==> src/rtl/wde_pkg.sv <==
package wde_pkg;

  typedef enum logic [3:0] {
    ST_IDLE,
    ST_CAL1,
    ST_GUARD,
    ST_WRITE,
    ST_SETTLE,
    ST_COMRST,
    ST_CAL2,
    ST_DONE,
    ST_HOLD,
    ST_ERR
  } seqState_t;

  typedef enum logic [1:0] {
    ERR_NONE  = 2'd0,
    ERR_CAL   = 2'd1,
    ERR_ACK   = 2'd2,
    ERR_RECAL = 2'd3
  } errCode_t;

  typedef enum logic [1:0] {
    WIN_CAL,
    WIN_GUARD,
    WIN_ACK,
    WIN_SETTLE
  } winSel_t;

  // strobes from control to datapath
  typedef struct packed {
    logic     tmrClr;
    winSel_t  winSel;
    logic     rstSet;
    logic     rstClr;
    logic     errLatch;
    errCode_t errVal;
    logic     errClr;
  } dpCmd_t;

  localparam int MASK_RST_BIT   = 7;
  localparam int FULL_ACC_BIT   = 5;
  localparam logic [7:0] CTRL_WORD = 8'((1 << MASK_RST_BIT) | (1 << FULL_ACC_BIT));

endpackage

==> src/rtl/wde_datapath.sv <==
module wde_datapath
  import wde_pkg::*;
#(
  parameter int GUARD_CYC  = 75,
  parameter int SETTLE_CYC = 250000,
  parameter int ACK_TO     = 4096,
  parameter int CAL_TO     = 65536
) (
  input  logic     clk,
  input  logic     rstN,
  input  dpCmd_t   cmd,
  output logic     winExpired,
  output logic     targetRstRelease,
  output errCode_t errCode
);

  localparam int MAX_AB  = (GUARD_CYC > SETTLE_CYC) ? GUARD_CYC : SETTLE_CYC;
  localparam int MAX_CD  = (ACK_TO > CAL_TO) ? ACK_TO : CAL_TO;
  localparam int MAX_WIN = (MAX_AB > MAX_CD) ? MAX_AB : MAX_CD;
  localparam int CW      = $clog2(MAX_WIN + 1);

  logic [CW-1:0] winCnt;
  logic [CW-1:0] winLimit;

  always_comb begin
    unique case (cmd.winSel)
      WIN_CAL:    winLimit = CW'(CAL_TO - 1);
      WIN_GUARD:  winLimit = CW'(GUARD_CYC - 1);
      WIN_ACK:    winLimit = CW'(ACK_TO - 1);
      WIN_SETTLE: winLimit = CW'(SETTLE_CYC - 1);
      default:    winLimit = '0;
    endcase
  end

  assign winExpired = (winCnt == winLimit);

  always_ff @(posedge clk or negedge rstN) begin
    if (!rstN) begin
      winCnt <= '0;
    end else if (cmd.tmrClr) begin
      winCnt <= '0;
    end else if (!winExpired) begin
      winCnt <= winCnt + 1'b1;
    end
  end

  always_ff @(posedge clk or negedge rstN) begin
    if (!rstN) begin
      targetRstRelease <= 1'b0;
    end else if (cmd.rstClr) begin
      targetRstRelease <= 1'b0;
    end else if (cmd.rstSet) begin
      targetRstRelease <= 1'b1;
    end
  end

  always_ff @(posedge clk or negedge rstN) begin
    if (!rstN) begin
      errCode <= ERR_NONE;
    end else if (cmd.errClr) begin
      errCode <= ERR_NONE;
    end else if (cmd.errLatch) begin
      errCode <= cmd.errVal;
    end
  end

  // window counter never runs past the largest window
  p_win_bounded_r3: assert property (@(posedge clk) disable iff (!rstN)
    winCnt <= CW'(MAX_WIN))
    else $error("window counter beyond largest window");

  // counter only moves by one or restarts
  p_win_step_r6: assert property (@(posedge clk) disable iff (!rstN)
    !cmd.tmrClr && !winExpired |=> winCnt == $past(winCnt) + 1'b1)
    else $error("window counter skipped");

  // a latched error code is never ERR_NONE
  p_err_nonzero_r9: assert property (@(posedge clk) disable iff (!rstN)
    cmd.errLatch && !cmd.errClr |=> errCode != ERR_NONE)
    else $error("error latched without a cause");

endmodule

==> src/rtl/wde_ctrl.sv <==
module wde_ctrl
  import wde_pkg::*;
#(
  parameter bit RECAL_EN = 1'b1
) (
  input  logic   clk,
  input  logic   rstN,
  input  logic   startPulse,
  input  logic   calValid,
  input  logic   xferAck,
  input  logic   winExpired,
  output dpCmd_t cmd,
  output logic   xferReq,
  output logic   xferKind,
  output logic   guardBusy,
  output logic   donePulse,
  output logic   errFlag
);

  seqState_t st, stNext;
  errCode_t  errCause;

  always_ff @(posedge clk or negedge rstN) begin
    if (!rstN) st <= ST_IDLE;
    else       st <= stNext;
  end

  always_comb begin
    stNext   = st;
    errCause = ERR_NONE;
    unique case (st)
      ST_IDLE, ST_HOLD, ST_ERR: begin
        if (startPulse) stNext = ST_CAL1;
      end
      ST_CAL1: begin
        if (calValid) stNext = ST_GUARD;
        else if (winExpired) begin
          stNext   = ST_ERR;
          errCause = ERR_CAL;
        end
      end
      ST_GUARD: begin
        if (winExpired) stNext = ST_WRITE;
      end
      ST_WRITE: begin
        if (xferAck) stNext = ST_SETTLE;
        else if (winExpired) begin
          stNext   = ST_ERR;
          errCause = ERR_ACK;
        end
      end
      ST_SETTLE: begin
        if (winExpired) stNext = RECAL_EN ? ST_COMRST : ST_DONE;
      end
      ST_COMRST: begin
        if (xferAck) stNext = ST_CAL2;
        else if (winExpired) begin
          stNext   = ST_ERR;
          errCause = ERR_ACK;
        end
      end
      ST_CAL2: begin
        if (calValid) stNext = ST_DONE;
        else if (winExpired) begin
          stNext   = ST_ERR;
          errCause = ERR_RECAL;
        end
      end
      ST_DONE: stNext = ST_HOLD;
      default: stNext = ST_IDLE;
    endcase
  end

  logic leaving;
  logic restarting;
  assign leaving    = (stNext != st);
  assign restarting = leaving && (stNext == ST_CAL1);

  always_comb begin
    cmd          = '0;
    cmd.tmrClr   = leaving || (st == ST_IDLE) || (st == ST_HOLD) ||
                   (st == ST_ERR) || (st == ST_DONE);
    unique case (st)
      ST_GUARD:             cmd.winSel = WIN_GUARD;
      ST_WRITE, ST_COMRST:  cmd.winSel = WIN_ACK;
      ST_SETTLE:            cmd.winSel = WIN_SETTLE;
      default:              cmd.winSel = WIN_CAL;
    endcase
    cmd.rstSet   = (st == ST_WRITE) && (stNext == ST_SETTLE);
    cmd.rstClr   = restarting || (leaving && stNext == ST_ERR);
    cmd.errLatch = leaving && (stNext == ST_ERR);
    cmd.errVal   = errCause;
    cmd.errClr   = restarting;
  end

  assign xferReq   = (st == ST_WRITE) || (st == ST_COMRST);
  assign xferKind  = (st == ST_COMRST);
  assign guardBusy = (st == ST_GUARD);
  assign donePulse = (st == ST_DONE);
  assign errFlag   = (st == ST_ERR);

  // the write request is only ever entered from the guard window
  p_req_after_guard_r3: assert property (@(posedge clk) disable iff (!rstN)
    $rose(xferReq) && !xferKind |-> $past(st) == ST_GUARD)
    else $error("control write without guard time");

  // an unacknowledged request stays up unless its window expired
  p_req_held_r4: assert property (@(posedge clk) disable iff (!rstN)
    xferReq && !xferAck && !winExpired |=> xferReq && $stable(xferKind))
    else $error("request dropped before acknowledge");

  // a start pulse mid-sequence leaves the state untouched
  p_start_ignored_r2: assert property (@(posedge clk) disable iff (!rstN)
    startPulse && (st == ST_GUARD || st == ST_WRITE || st == ST_SETTLE ||
                   st == ST_COMRST) |=> st != ST_CAL1)
    else $error("start honoured while busy");

  // the final calibration wait is reached only through an acknowledged reset request
  p_recal_after_ack_r7: assert property (@(posedge clk) disable iff (!rstN)
    $rose(st == ST_CAL2) |-> $past(xferAck) && $past(xferKind))
    else $error("recalibration wait without reset request");

  // done lasts one cycle
  p_done_single_r8: assert property (@(posedge clk) disable iff (!rstN)
    donePulse |=> !donePulse)
    else $error("done longer than one cycle");

  // error and done are exclusive
  p_err_done_excl_r11: assert property (@(posedge clk) disable iff (!rstN)
    !(errFlag && (donePulse || xferReq || guardBusy)))
    else $error("error state overlaps activity");

endmodule

==> src/rtl/wire_dbg_entry.sv <==
module wire_dbg_entry
  import wde_pkg::*;
#(
  parameter int GUARD_CYC  = 75,
  parameter int SETTLE_CYC = 250000,
  parameter int ACK_TO     = 4096,
  parameter int CAL_TO     = 65536,
  parameter bit RECAL_EN   = 1'b1
) (
  input  logic       clk,
  input  logic       rstN,
  input  logic       startPulse,
  input  logic       calValid,
  output logic       xferReq,
  output logic       xferKind,
  output logic [7:0] xferData,
  input  logic       xferAck,
  output logic       guardBusy,
  output logic       targetRstRelease,
  output logic       donePulse,
  output logic       errFlag,
  output logic [1:0] errCode
);

  dpCmd_t   dpCmd;
  logic     winExpired;
  errCode_t errCodeInt;

  wde_ctrl #(
    .RECAL_EN (RECAL_EN)
  ) u_ctrl (
    .clk        (clk),
    .rstN       (rstN),
    .startPulse (startPulse),
    .calValid   (calValid),
    .xferAck    (xferAck),
    .winExpired (winExpired),
    .cmd        (dpCmd),
    .xferReq    (xferReq),
    .xferKind   (xferKind),
    .guardBusy  (guardBusy),
    .donePulse  (donePulse),
    .errFlag    (errFlag)
  );

  wde_datapath #(
    .GUARD_CYC  (GUARD_CYC),
    .SETTLE_CYC (SETTLE_CYC),
    .ACK_TO     (ACK_TO),
    .CAL_TO     (CAL_TO)
  ) u_dp (
    .clk              (clk),
    .rstN             (rstN),
    .cmd              (dpCmd),
    .winExpired       (winExpired),
    .targetRstRelease (targetRstRelease),
    .errCode          (errCodeInt)
  );

  assign errCode  = errCodeInt;
  assign xferData = (xferReq && !xferKind) ? CTRL_WORD : 8'h00;

  // reset released only after an acknowledged control write
  p_rst_after_write_r5: assert property (@(posedge clk) disable iff (!rstN)
    $rose(targetRstRelease) |-> $past(xferReq && xferAck && !xferKind))
    else $error("target reset released early");

  // error state never leaves the target released or a request pending
  p_err_quiet_r11: assert property (@(posedge clk) disable iff (!rstN)
    errFlag |-> !targetRstRelease && !xferReq)
    else $error("error state not quiet");

  // an error always carries a cause
  p_err_has_code_r10: assert property (@(posedge clk) disable iff (!rstN)
    errFlag |-> errCode != 2'd0)
    else $error("error without code");

endmodule

==> config.mk <==
export PLATFORM = sky130hd
export DESIGN_NAME = wire_dbg_entry
export DESIGN_NICKNAME = d
export VERILOG_FILES = /design/src/rtl/wde_pkg.sv /design/src/rtl/wde_datapath.sv /design/src/rtl/wde_ctrl.sv /design/src/rtl/wire_dbg_entry.sv
export SDC_FILE = /design/constraint.sdc
export NUM_CORES = 1
export LEC_CHECK = 0
export ABC_AREA = 1
export BUFFER_PORTS_ARGS = -buffer_cell sky130_fd_sc_hd__buf_4
export CORE_MARGIN = 4
export CORE_UTILIZATION = 31
export DETAILED_ROUTE_END_ITERATION = 6
export HOLD_SLACK_MARGIN = 0.08
export PLACE_DENSITY_LB_ADDON = 0.2
export SLEW_MARGIN = 15
export SYNTH_ARGS = -nofsm -noshare
export SYNTH_HDL_FRONTEND = slang
export SYNTH_SLANG_ARGS = --single-unit
==> constraint.sdc <==
create_clock -name clk -period 7.5 [get_ports clk]
set_input_delay 1.125 -clock clk [delete_from_list [all_inputs] [get_ports clk]]
set_output_delay 1.125 -clock clk [all_outputs]
set_load 0.05 [all_outputs]
After elaboration in Yosys (flattened, before gate mapping)
Cells that the tools add are included.

Add/subtract/negate cells: 1. Equal/unequal tests: 18. Multiplexer cells: 25. Reduce and logical (&&, ||, !) cells: 17.

Operators by type and width (count): 18-bit one-hot mux with 4 select lines (1); 18-bit two-way mux (2); 4-bit two-way mux (8); 4-bit one-hot mux with 8 select lines (1); 4-bit by 3-bit equality test with 1-bit output (second input constant) (5); 18-bit by 1-bit adder with 18-bit output (second input constant) (1); 18-bit equality test (1); 2-bit two-way mux (7); 4-bit equality test (second input constant) (3); 2-bit one-hot mux with 3 select lines (2); 4-bit by 1-bit equality test with 1-bit output (second input constant) (2); 4-bit by 2-bit equality test with 1-bit output (second input constant) (2); 8-bit two-way mux (1); 1-bit logical OR (6); 2-bit equality test (second input constant) (2); 1-bit logical AND (4); 4-bit zero test (1); 4-bit != test (1); 2-bit nonzero test (2); 1-bit two-way mux (3); 3-bit OR reduction (1); 2-bit by 1-bit equality test with 1-bit output (second input constant) (1); 2-bit zero test (1); 2-bit != test (second input constant) (1); 2 further kinds (2).

Register bits: 25. Input port bits: 5. Word-level logic and storage cells: 65.

Logic depth before layout (Yosys ltp)
Gate-level depths: netlist of run 1.

Depth in word-level cells: 15. Depth in mapped cells: 22. Depth with buffers taken out: 22.

Hierarchy
A second synthesis of run 1 with hierarchy kept.

Cells, all modules: 398. Area, all modules: 2558.7 µm².

By module, submodules not included: wde_datapath (instances 1, cells each 271, area each 1861.8 µm², sequential area each 525.5 µm²); wde_ctrl (instances 1, cells each 117, area each 630.6 µm², sequential area each 100.1 µm²); wire_dbg_entry (instances 1, cells each 10, area each 66.3 µm², sequential area each 0.0 µm²).

Least setup slack after synthesis of run 1
OpenSTA, ideal clock, no wires.

Path kind: register -> output. Start: reg u_ctrl.st[0]. End: out errFlag. Arrival time: 2.028 ns. Path slack: 4.347 ns. Stages on the path, launching flop included: 3. Buffers on the path: 0. Cell sequence: dfrtp_1 > inv_2 > nor4_1.

Word-level cells in the longest chain between the ends: 1.

RTL lines: start: declaration (RTL line wde_ctrl.sv:20) `seqState_t st, stNext;`; start signal: assignment (RTL line wde_ctrl.sv:25) `else st <= stNext;`; 4-bit equality test (RTL line wde_ctrl.sv:100) `assign errFlag = (st == ST_ERR);`; end: declaration (RTL line wire_dbg_entry.sv:21) `output logic errFlag,`.

No other way between the ends.

Worst setup path after layout of run 1
Start: reg u_ctrl.st[3]. End: reg u_dp.winCnt[11].

Word-level cells in the longest chain between the ends: 15. Elaborated cells on any way between the ends: 35.

RTL lines: 4-bit by 3-bit equality test with 1-bit output / 4-bit by 2-bit equality test with 1-bit output (equally long branches) (RTL line wde_ctrl.sv:31, wde_ctrl.sv:83); 2-bit OR reduction (no line); 2-bit one-hot mux with 3 select lines (RTL line wde_ctrl.sv:83) `unique case (st)`; 2-bit equality test, or another cell as far along (RTL line wde_datapath.sv:26) `unique case (cmd.winSel)`; 18-bit one-hot mux with 4 select lines (RTL line wde_datapath.sv:26); 18-bit equality test (RTL line wde_datapath.sv:35) `assign winExpired = (winCnt == winLimit);`; 4-bit two-way mux; 4-bit two-way mux, on equally long branches; 4-bit one-hot mux with 8 select lines (RTL line wde_ctrl.sv:31) `unique case (st)`; 4-bit != test (RTL line wde_ctrl.sv:76) `assign leaving = (stNext != st);`; 1-bit logical OR (3 in a row) (RTL line wde_ctrl.sv:81) `cmd.tmrClr = leaving || (st == ST_IDLE) || (st == ST_HOLD) ||`; 1-bit logical OR (RTL line wde_ctrl.sv:82) `(st == ST_ERR) || (st == ST_DONE);`; 2-bit != test (no line) / 18-bit two-way mux (equally long branches); end signal: assignment (RTL line wde_datapath.sv:43) `winCnt <= winCnt + 1'b1;`; end: declaration (RTL line wde_datapath.sv:22) `logic [CW-1:0] winCnt;`.

Parallel ways exist; a longest one is shown, timed or not. The select of a mux whose other input is x is not followed. A chain may end at the register's enable or synchronous reset.

==> impl_metrics.json, run 1 <==
{
  "place_congestion": 0.931,
  "cts_tree": "built",
  "synth.top_cell.area_share_pct": 31.8,
  "finalSetupViolations": 0,
  "postSynthRegisterBits": 25,
  "worst_max_slew_margin_expressed_relative_to_the_limit_pct": 64.8,
  "pwr_density_cell_mw_per_mm2": 277,
  "core-area_mm2": 0.00603,
  "synth-warning-count": 0,
  "ys_types": 33,
  "die_area_mm2": 0.00769,
  "critical_path_arrival_ps": 3240,
  "layout.filler_cells": 651,
  "num_vias": 1637,
  "io_buffer_count": 14,
  "worst_clock_skew_ps": 1.64,
  "finalPower_uw": 598,
  "syn-instance-count": 265,
  "syn-cell-area_mm2": 0.00197,
  "synthArstFlopShare_pct": 100,
  "bufs_on_longest_clock_path": 2,
  "synth-edff-count": 0,
  "floorplan.rows": 28,
  "crit_fanout": 18,
  "layout.nets": 290,
  "cp_num_buf_inv": 2,
  "fin_util_pct": 35.8,
  "post_cts_buffers": 0,
  "cts_resized": 0,
  "path_cells": "nor2_2, nand2_1, nand2_2, nor2_1, inv_1, ha_1, inv_1, nand2_1, nand2_1, nor2_1, nand2_1, nor2_1, nand3_4, nand2_4, nand2_4, nand3_2, nand4_4, nor2_1",
  "final_hold_viol_count": 0,
  "tightest_slew_ps": 527,
  "number_of_antenna_violations_at_the_first_check_in_global_routing": 0,
  "final.period_utilization_pct": 40.8,
  "groute.usage.overall_pct": 12.0,
  "final_layout_size_suffix_gt1_share_pct": 20.4,
  "setup_tns_ps": 0,
  "n_antenna_cell": 0,
  "cts.sinks": 25,
  "cts_root_buffer": "clkbuf_8",
  "synth.top_cells.by_area": "dfrtp_1 32%, nand2_1 11%, inv_1 7.1%",
  "post_synth.cell_area_avg_um2": 7.43,
  "post-route-drc-count": 0,
  "dp_cells": 351,
  "critPathSlowestCell": "dfrtp_1",
  "critical_path_required_ps": 7690,
  "peakVddDrop_uv": 183,
  "design.portCount": 21,
  "critical_path.endpoint_type": "flip-flop",
  "status": "finished, final reports clean",
  "max_clock_freq_mhz": 327,
  "grt_max_degree": 26,
  "static-leakage-power_uw": 0.00105,
  "rsz0062_at_grt": "no",
  "critical-path-top-delay-family": "simple AND/OR/NAND/NOR gates",
  "drt-vias-per-instance": 4.61,
  "global_route_wire_length_before_repair_um": 7360,
  "routedWlPerCell_um": 12.3,
  "place.detailed.hpwl_um": 3530,
  "criticalPathCategory": "flip-flop to flip-flop",
  "drv.max_cap_violation_count": 0,
  "yosysSeqAreaShare_pct": 31.8,
  "drt_initial_violations": 83,
  "post-synth-top-area-cell": "dfrtp_1",
  "setup.worst_path.start_class": "flip-flop",
  "first_global_vias": 1589,
  "antenna_violating_nets_post_route": 0,
  "fp.dieH_um": 87.7,
  "hold-worst-slack_ps": 482,
  "cts.hold.buffers_added": 0,
  "die_width_um": 87.7,
  "min-delay-path-class": "flip-flop to flip-flop",
  "crit_path_max_incr_delay_ps": 460,
  "drtPass1Iterations": 4,
  "area_grow_syn2layout_pct": 9.66,
  "cts.clk_slew.worst_paths_ps": 80,
  "clock_insertion_delay_worst_skew_ps": 270,
  "ctsHtreeMaxLevel": 1,
  "most_used_flip_flop_cell_after_synthesis": "dfrtp_1",
  "initial_utilization_pct": 32.7,
  "slew_violations": 0,
  "period_needed_ps": 3060,
  "leftover_overflow_at_the_end_of_global_routing": 0,
  "routed_wirelength_um": 4360,
  "tritoncts.num_buffers": 3,
  "finish.cell_count_without_fillers": 355
}
[power by group]
| group | leakage [uW] | switching (uW) | internal [uW] |
|---|---|---|---|
| logic | 0.000688 | 252 | 97.7 |
| registers | 0.000344 | 21.1 | 148 |
| clock network | 0.0000228 | 41.4 | 38.0 |
[routing by layer]
metal | global-route usage [%] | vias to the layer above | part of all wire, %
met5 | 0 | - | 0
met4 | 4.18 | 0 | 1.7
met3 | 1.22 | 7 | 5.4
met2 | 18.2 | 45 | 43
met1 | 17.8 | 738 | 50
li1 | - | 847 | -
[placed cells by master, fill, tap and decap left out, drive strengths merged]
cell,netlist,final
nand2,70,70
o21bai,1,1
inv,46,46
nand4,7,7
nor3b,1,1
a21boi,1,1
clkbuf,0,4
nor4,6,6
xnor2,2,2
buf,8,14
nor3,3,3
o21a,1,1
dfrtp,25,25
nand3,18,18
a21oi,2,2
xor2,12,12
conb,1,6
o22ai,1,1
ha,4,4
a31oi,1,1
o21ai,12,12
nor2,42,42
nand3b,1,1
[final timing paths]
path	from	end	slack, ps	cells after the start
worst max-delay path	u_ctrl.st[3]$_DFF_PN0_	u_dp.winCnt[11]$_DFFE_PN0P_	4440	18
worst min-delay path	u_dp.errCode[1]$_DFFE_PN0N_	u_dp.errCode[1]$_DFFE_PN0N_	480	2
worst max register to register	u_ctrl.st[3]$_DFF_PN0_	u_dp.winCnt[11]$_DFFE_PN0P_	4440	18
worst min register to register	u_dp.errCode[1]$_DFFE_PN0N_	u_dp.errCode[1]$_DFFE_PN0N_	480	2
max in group asynchronous	rstN	u_dp.targetRstRelease$_DFFE_PN0P_	6520	1
min in group asynchronous	rstN	u_dp.winCnt[10]$_DFFE_PN0P_	740	1
[through the flow]
step                      setup slack (ps)  area (um2)
after floorplan                       4350        1990
after global placement                4500        2110
after detailed placement              4430        2110
after CTS                             4410        2160
after global routing                  4180        2160
final                                 4440        2160
[sequential cells by signal (all words and copies together) (netlist names)]
name and count:
u_ctrl.st 4, u_dp.errCode 2, u_dp.targetRstRelease 1, u_dp.winCnt 18
[cells in the mapped netlist (2+ instances only)]
cell type	count
nand2_1	60
nor2_4	12
nand3_1	15
nand4_1	5
nand2_4	5
nor2_2	3
nand3_2	2
inv_2	9
inv_1	37
ha_1	4
nor3_1	3
nor2_1	27
nor4_1	6
o21ai_0	11
buf_4	7
xnor2_1	2
xor2_1	12
a21oi_1	2
nand2_2	5
dfrtp_1	25
[area by class of cell]
class / count / area, um2 / share of cell area, %
multi-input combinational: 191 / 1120 / 51.7
sequential: 25 / 626 / 29.0
inverter: 46 / 173 / 8.00
timing repair buffer: 14 / 105 / 4.87
tap: 75 / 93.8 / 4.35
clock buffer: 4 / 45.0 / 2.09
[kinds of logic after synthesis]
| kind of cell | count (synthesis) | synth area share (%) |
|---|---|---|
| and+or+nand+nor | 148 | 41.3 |
| buffers and inverters | 54 | 12.5 |
| DFF | 25 | 31.8 |
| AOI/OAI and AO/OA | 19 | 5.53 |
| xor gates and xnor gates | 14 | 6.23 |
| adders and majority gates | 4 | 2.54 |
| other | 1 | 0.190 |
[tightest hold or removal path: cells and delay by family (launching register included)]
kind          cells  cell delay, ps
flops             1             350
simple gates      2             100
Note: power is estimated with default switching activity, not from simulation.
==> run 2: changes to the inputs <==
- clock period: 7.5 -> 2.8 ns (I/O delays scaled with it)
==> run 2 against run 1 <==
Compared with the run above:
- register-to-register slack worse by 4200 ps
- non-clock buffer count grew 8
- routed wire length rose by 4.2%
- core utilization grew 2.0 points
- worst hold slack worse by 11 ps
- worst setup slack lost 4200 ps
- total power grew to 3.1 times the previous value
- clock power grew to 2.7 times the previous value
- via count up 2.7%
- sequential share of layout area fell by 1.3 points
- cell count is 2.3% higher
- count of clock-buffer cells in the layout decreased by 1
- critical path type unchanged
- largest cell class unchanged
==> impl_metrics.json, run 2 (same netlist as run 1, synthesis figures left out) <==
{
  "largest_register_ff_count": 18,
  "place.detailed.hpwl_um": 3670,
  "cts_tree": "built",
  "worst_clock_skew_ps": 1.57,
  "routedWlPerCell_um": 12.5,
  "mostFrequentLayoutCell": "nand2_1",
  "initial_utilization_pct": 32.7,
  "place_congestion": 0.896,
  "setup_tns_ps": 0,
  "first_global_vias": 1572,
  "pwr_density_cell_mw_per_mm2": 803,
  "static-leakage-power_uw": 0.00111,
  "io_buffer_count": 14,
  "layout.nets": 298,
  "largestRegisters": "u_dp.winCnt: 18 flops, u_ctrl.st: 4 flops, u_dp.errCode: 2 flops",
  "die_width_um": 87.7,
  "groute.usage.overall_pct": 12.3,
  "slew_violations": 0,
  "drtPass1Iterations": 4,
  "drt_initial_violations": 76,
  "routed_wirelength_um": 4540,
  "cts.clk_slew.worst_paths_ps": 90,
  "detailroute.wirelength.met2_um": 2030,
  "area_grow_syn2layout_pct": 15.6,
  "clock_insertion_delay_worst_skew_ps": 270,
  "final.period_utilization_pct": 92.1,
  "fp.dieH_um": 87.7,
  "criticalPathCategory": "flip-flop to flip-flop",
  "critical_path_arrival_ps": 2750,
  "final_layout_size_suffix_gt1_share_pct": 25.0,
  "top_signal_layer_used": "met4",
  "num_vias": 1681,
  "core-area_mm2": 0.00603,
  "floorplan.rows": 28,
  "finalSetupViolations": 0,
  "post-route-drc-count": 0,
  "design.portCount": 21,
  "min-delay-path-class": "input port to flip-flop",
  "place_area_mm2": 0.00219,
  "status": "finished, final reports clean",
  "rsz0062_at_grt": "no",
  "cts_root_buffer": "clkbuf_8",
  "die_area_mm2": 0.00769,
  "final_hold_viol_count": 0,
  "crit_fanout": 12,
  "critical_path.endpoint_type": "flip-flop",
  "drt-vias-per-instance": 4.63,
  "period_needed_ps": 2580,
  "n_antenna_cell": 0,
  "met1Wirelength_um": 2250,
  "grt_max_degree": 26,
  "postLayoutCellArea_mm2": 0.00228,
  "critical_path_required_ps": 2970,
  "peakVddDrop_uv": 461,
  "max_clock_freq_mhz": 388,
  "bufs_on_longest_clock_path": 2,
  "leftover_overflow_at_the_end_of_global_routing": 0,
  "antenna_violating_nets_post_route": 0,
  "finalPower_uw": 1830,
  "tritoncts.num_buffers": 3,
  "ctsHtreeMaxLevel": 1,
  "mostFrequentLayoutCells": "60 x nand2_1, 37 x inv_1, 24 x nor2_1",
  "global_route_wire_length_before_repair_um": 7490,
  "cts.sinks": 25,
  "detailroute.wirelength.met3_um": 216,
  "number_of_antenna_violations_at_the_first_check_in_global_routing": 0,
  "setup.worst_path.start_class": "flip-flop",
  "drv.max_cap_violation_count": 0,
  "largest_register": "u_dp.winCnt"
}
[run 2: cell types whose count changed in the layout (fill, tap and decap cells not counted), moves of 2 or more]
cell,change
nor2_4,+3
nor2_1,-3
buf_4,+5
dfrtp_2,+3
dfrtp_1,-3
buf_12,+2
[run 2: final cells by class]
class                   count  area, um2
clock buffers               3       41.3
clock inverters             1       5.00
fillers                   649       3750
inverters                  46        173
multi-input cells         191       1140
flip-flops and latches     25        629
well taps                  75       93.8
repair buffers             22        193
[run 2: through the flow]
| stage | setup slack (ps) | instances | hold WS, ps | util (%) |
|---|---|---|---|---|
| floorplan | 46.5 | 270 | 124 | - |
| global placement | 96.3 | 358 | 350 | 36.4 |
| detailed placement | 110 | 358 | 349 | 36.4 |
| CTS | 86.7 | 363 | 440 | 37.3 |
| global route | 1.36 | 363 | 474 | 37.8 |
| finish | 221 | 363 | 471 | 37.8 |
[run 2: worst paths after layout]
path / from / cells past startpoint / to / slack (ps)
worst min-delay path: calValid / 3 / u_ctrl.st[2]$_DFF_PN0_ / 470
worst min register to register: u_dp.errCode[0]$_DFFE_PN0N_ / 2 / u_dp.errCode[0]$_DFFE_PN0N_ / 490
worst max register to register: u_ctrl.st[3]$_DFF_PN0_ / 18 / u_dp.winCnt[5]$_DFFE_PN0P_ / 220
max in group asynchronous: rstN / 2 / u_ctrl.st[3]$_DFF_PN0_ / 1950
worst max-delay path: u_ctrl.st[3]$_DFF_PN0_ / 18 / u_dp.winCnt[5]$_DFFE_PN0P_ / 220
min in group asynchronous: rstN / 2 / u_dp.winCnt[10]$_DFFE_PN0P_ / 580
[run 2: timing repair]
action	in CTS	in global routing
setup buffers	0	0
gates resized for setup	0	10
endpoints found under the setup margin	0	21
hold endpoints to repair	25	0
hold buffers	1	0
[run 2: critical path: stages, from the launching register on]
cell,delay (ps)
dfrtp_2,460
nor2_4,170
nand2_2,90
nand2_4,110
inv_1,80
ha_1,280
inv_1,100
nand2_1,50
o21ai_0,120
nand2_1,120
nor2_2,130
nand3_4,120
nand2_4,80
nand2_4,50
nand2_2,80
nand2_2,70
nand4_4,120
buf_12,170
nor2_1,50
[run 2: per-layer routing]
layer | up-vias | global-route usage [%]
met5 | - | 0
met4 | 0 | 3.77
met3 | 4 | 1.32
met2 | 37 | 18.6
met1 | 780 | 18.4
li1 | 860 | -
[run 2: where the power goes]
part	total (uW)	switching, uW	internal (uW)
combinational	1150	742	412
sequential	457	58.1	399
clock	217	117	99.8
total	1830	917	911
==> run 3: changes to the inputs <==
- clock period: 2.8 -> 2.5 ns (I/O delays scaled with it)
==> run 3 against run 2 <==
Compared with the run above:
- cell area rose by 15%
- non-clock buffer count rose by 24
- die area did not move
- core utilization rose by 5.5 points
- clock skew barely moved
- first-iteration DRC count fell by 36%
- register-to-register slack got worse by 200 ps
- sequential cell count did not move
- critical endpoint is now u_dp.winCnt[16]$_DFFE_PN0P_
==> impl_metrics.json, run 3 (same netlist as run 1, synthesis figures left out) <==
{
  "status": "finished, final reports clean",
  "rsz0062_at_grt": "yes",
  "p_switching_uw": 1200,
  "drtPass1Iterations": 4,
  "crit_fanout": 7,
  "r2r_slack_ps": 20,
  "n_antenna_cell": 0,
  "drt_initial_violations": 49,
  "routed_wirelength_um": 5060,
  "hold-worst-slack_ps": 433,
  "min-delay-path-class": "input port to flip-flop",
  "largest_register": "u_dp.winCnt",
  "finalSetupViolations": 0,
  "leftover_overflow_at_the_end_of_global_routing": 0,
  "area_grow_syn2layout_pct": 32.5,
  "first_global_vias": 1818,
  "place.detailed.hpwl_um": 3750,
  "number_of_antenna_violations_at_the_first_check_in_global_routing": 0,
  "final.period_utilization_pct": 99.3,
  "mostFrequentLayoutCell": "nand2_1",
  "drt-vias-per-instance": 4.70,
  "largest_register_ff_count": 18,
  "routedWlPerCell_um": 13.1,
  "mostFrequentLayoutCells": "53 x nand2_1, 41 x buf_4, 31 x inv_1",
  "final_hold_viol_count": 0,
  "cts.clk_slew.worst_paths_ps": 90,
  "largestRegisters": "u_dp.winCnt: 18 flops, u_ctrl.st: 4 flops, u_dp.errCode: 2 flops",
  "tritoncts.num_buffers": 3,
  "global_route_wire_length_before_repair_um": 8420,
  "pwr_density_cell_mw_per_mm2": 941,
  "p_int_uw": 1250,
  "slew_violations": 0,
  "cts_tree": "built",
  "place_congestion": 0.911,
  "drv.max_cap_violation_count": 0,
  "critical_path_arrival_ps": 2690,
  "design.portCount": 21,
  "period_needed_ps": 2480,
  "die_width_um": 87.7,
  "worst_clock_skew_ps": 2.02,
  "power.switching_fraction_pct": 48.9,
  "die_area_mm2": 0.00769,
  "final_layout_size_suffix_gt1_share_pct": 39.1,
  "critical_path.endpoint_type": "flip-flop",
  "sequentialPowerShare_pct": 20.6,
  "layout.nets": 322,
  "combinationalPowerShare_pct": 69.6,
  "cts_root_buffer": "clkbuf_8",
  "io_buffer_count": 14,
  "cts.sinks": 25,
  "groute.usage.overall_pct": 13.9,
  "max_clock_freq_mhz": 403,
  "ctsHtreeMaxLevel": 1,
  "fin_util_pct": 43.3,
  "initial_utilization_pct": 32.7,
  "clock_insertion_delay_worst_skew_ps": 270,
  "power_frac_clock_pct": 9.8,
  "static-leakage-power_uw": 0.00124,
  "post-route-drc-count": 0,
  "peakVddDrop_uv": 581,
  "num_vias": 1820,
  "setup.worst_path.start_class": "flip-flop",
  "floorplan.rows": 28,
  "fp.dieH_um": 87.7,
  "core-area_mm2": 0.00603,
  "criticalPathCategory": "flip-flop to flip-flop",
  "critical_path_required_ps": 2710,
  "grt_max_degree": 26,
  "antenna_violating_nets_post_route": 0,
  "bufs_on_longest_clock_path": 2
}
## run 3: changes by cell type in the layout (fill, tap and decap cells not counted), moves of 3 or more
cell and change:
buf_4 +22, nor2_1 -9, nand2_1 -7, inv_1 -6, nor2_2 +6, inv_2 +5, ha_4 +3, nand2_2 +3
nand2_4 +3, nor2_4 +3
## run 3: per-stage QoR
step | total power [uW] | instances | TNS (ps) | setup WS, ps | cell area (um2)
final | 2450 | 387 | 0 | 18.3 | 2610
after global routing | 2610 | 387 | -2360 | -123 | 2610
after CTS | 2350 | 383 | -92.5 | -20.6 | 2510
after detailed placement | 1840 | 369 | -843 | -68.6 | 2300
after global placement | 1840 | 369 | -1530 | -91.5 | 2300
after floorplan | 1470 | 270 | 0 | 23.2 | 2020
## run 3: layout make-up
| class | count | area (um2) |
|---|---|---|
| inverter | 46 | 175 |
| multi-input combinational | 191 | 1280 |
| tap | 75 | 93.8 |
| clock buffer | 4 | 45.0 |
| sequential | 25 | 631 |
| fill | 613 | 3420 |
| timing repair buffer | 46 | 388 |
## run 3: power groups by stage
stage / clock network, uW / logic [uW] / registers (uW)
after floorplan: 0 / 943 / 523
after global placement: 0 / 1330 / 508
after detailed placement: 0 / 1330 / 509
after CTS: 253 / 1600 / 500
after global routing: 268 / 1830 / 511
final: 241 / 1710 / 505
## run 3: path summary, 6_finish.rpt
path | to | start | depth (start not counted)
setup / recovery | u_dp.winCnt[16]$_DFFE_PN0P_ | u_ctrl.st[3]$_DFF_PN0_ | 16
hold / removal | u_ctrl.st[2]$_DFF_PN0_ | calValid | 3
setup reg to reg | u_dp.winCnt[16]$_DFFE_PN0P_ | u_ctrl.st[3]$_DFF_PN0_ | 16
hold reg to reg | u_dp.errCode[1]$_DFFE_PN0N_ | u_dp.errCode[1]$_DFFE_PN0N_ | 2
max in group asynchronous | u_ctrl.st[3]$_DFF_PN0_ | rstN | 2
min in group asynchronous | u_dp.winCnt[8]$_DFFE_PN0P_ | rstN | 2
## run 3: critical path: stages (launching register included)
cell and delay, ps:
dfrtp_2 460, nor2_4 170, nand2_2 100, nand2_4 120, inv_4 50, ha_4 250
inv_2 40, o21ai_2 150, nand2_1 90, nor2_2 150, nand3_4 120, nand2_4 90
nand2_4 60, nand3_4 90, nand4_4 180, buf_16 210, nor2_4 70
## run 3: what timing repair did
action	4_1_cts	5_1_grt
buffers inserted	8	4
cloned	1	0
pin swaps	22	23
setup endpoints to repair	20	22
hold buffers	1	0
hold endpoints to repair	25	0
gates resized for setup	21	23
## run 3: metal layers
metal  GRT usage, %  vias up  wire length [um]  share of wire, %
li1               -      911                 -                 -
met1           17.6      873              2240                44
met2           24.7       32              2590                51
met3           1.79        4               164               3.2
met4           3.49        0                55               1.1
met5              0        -                 0                 0
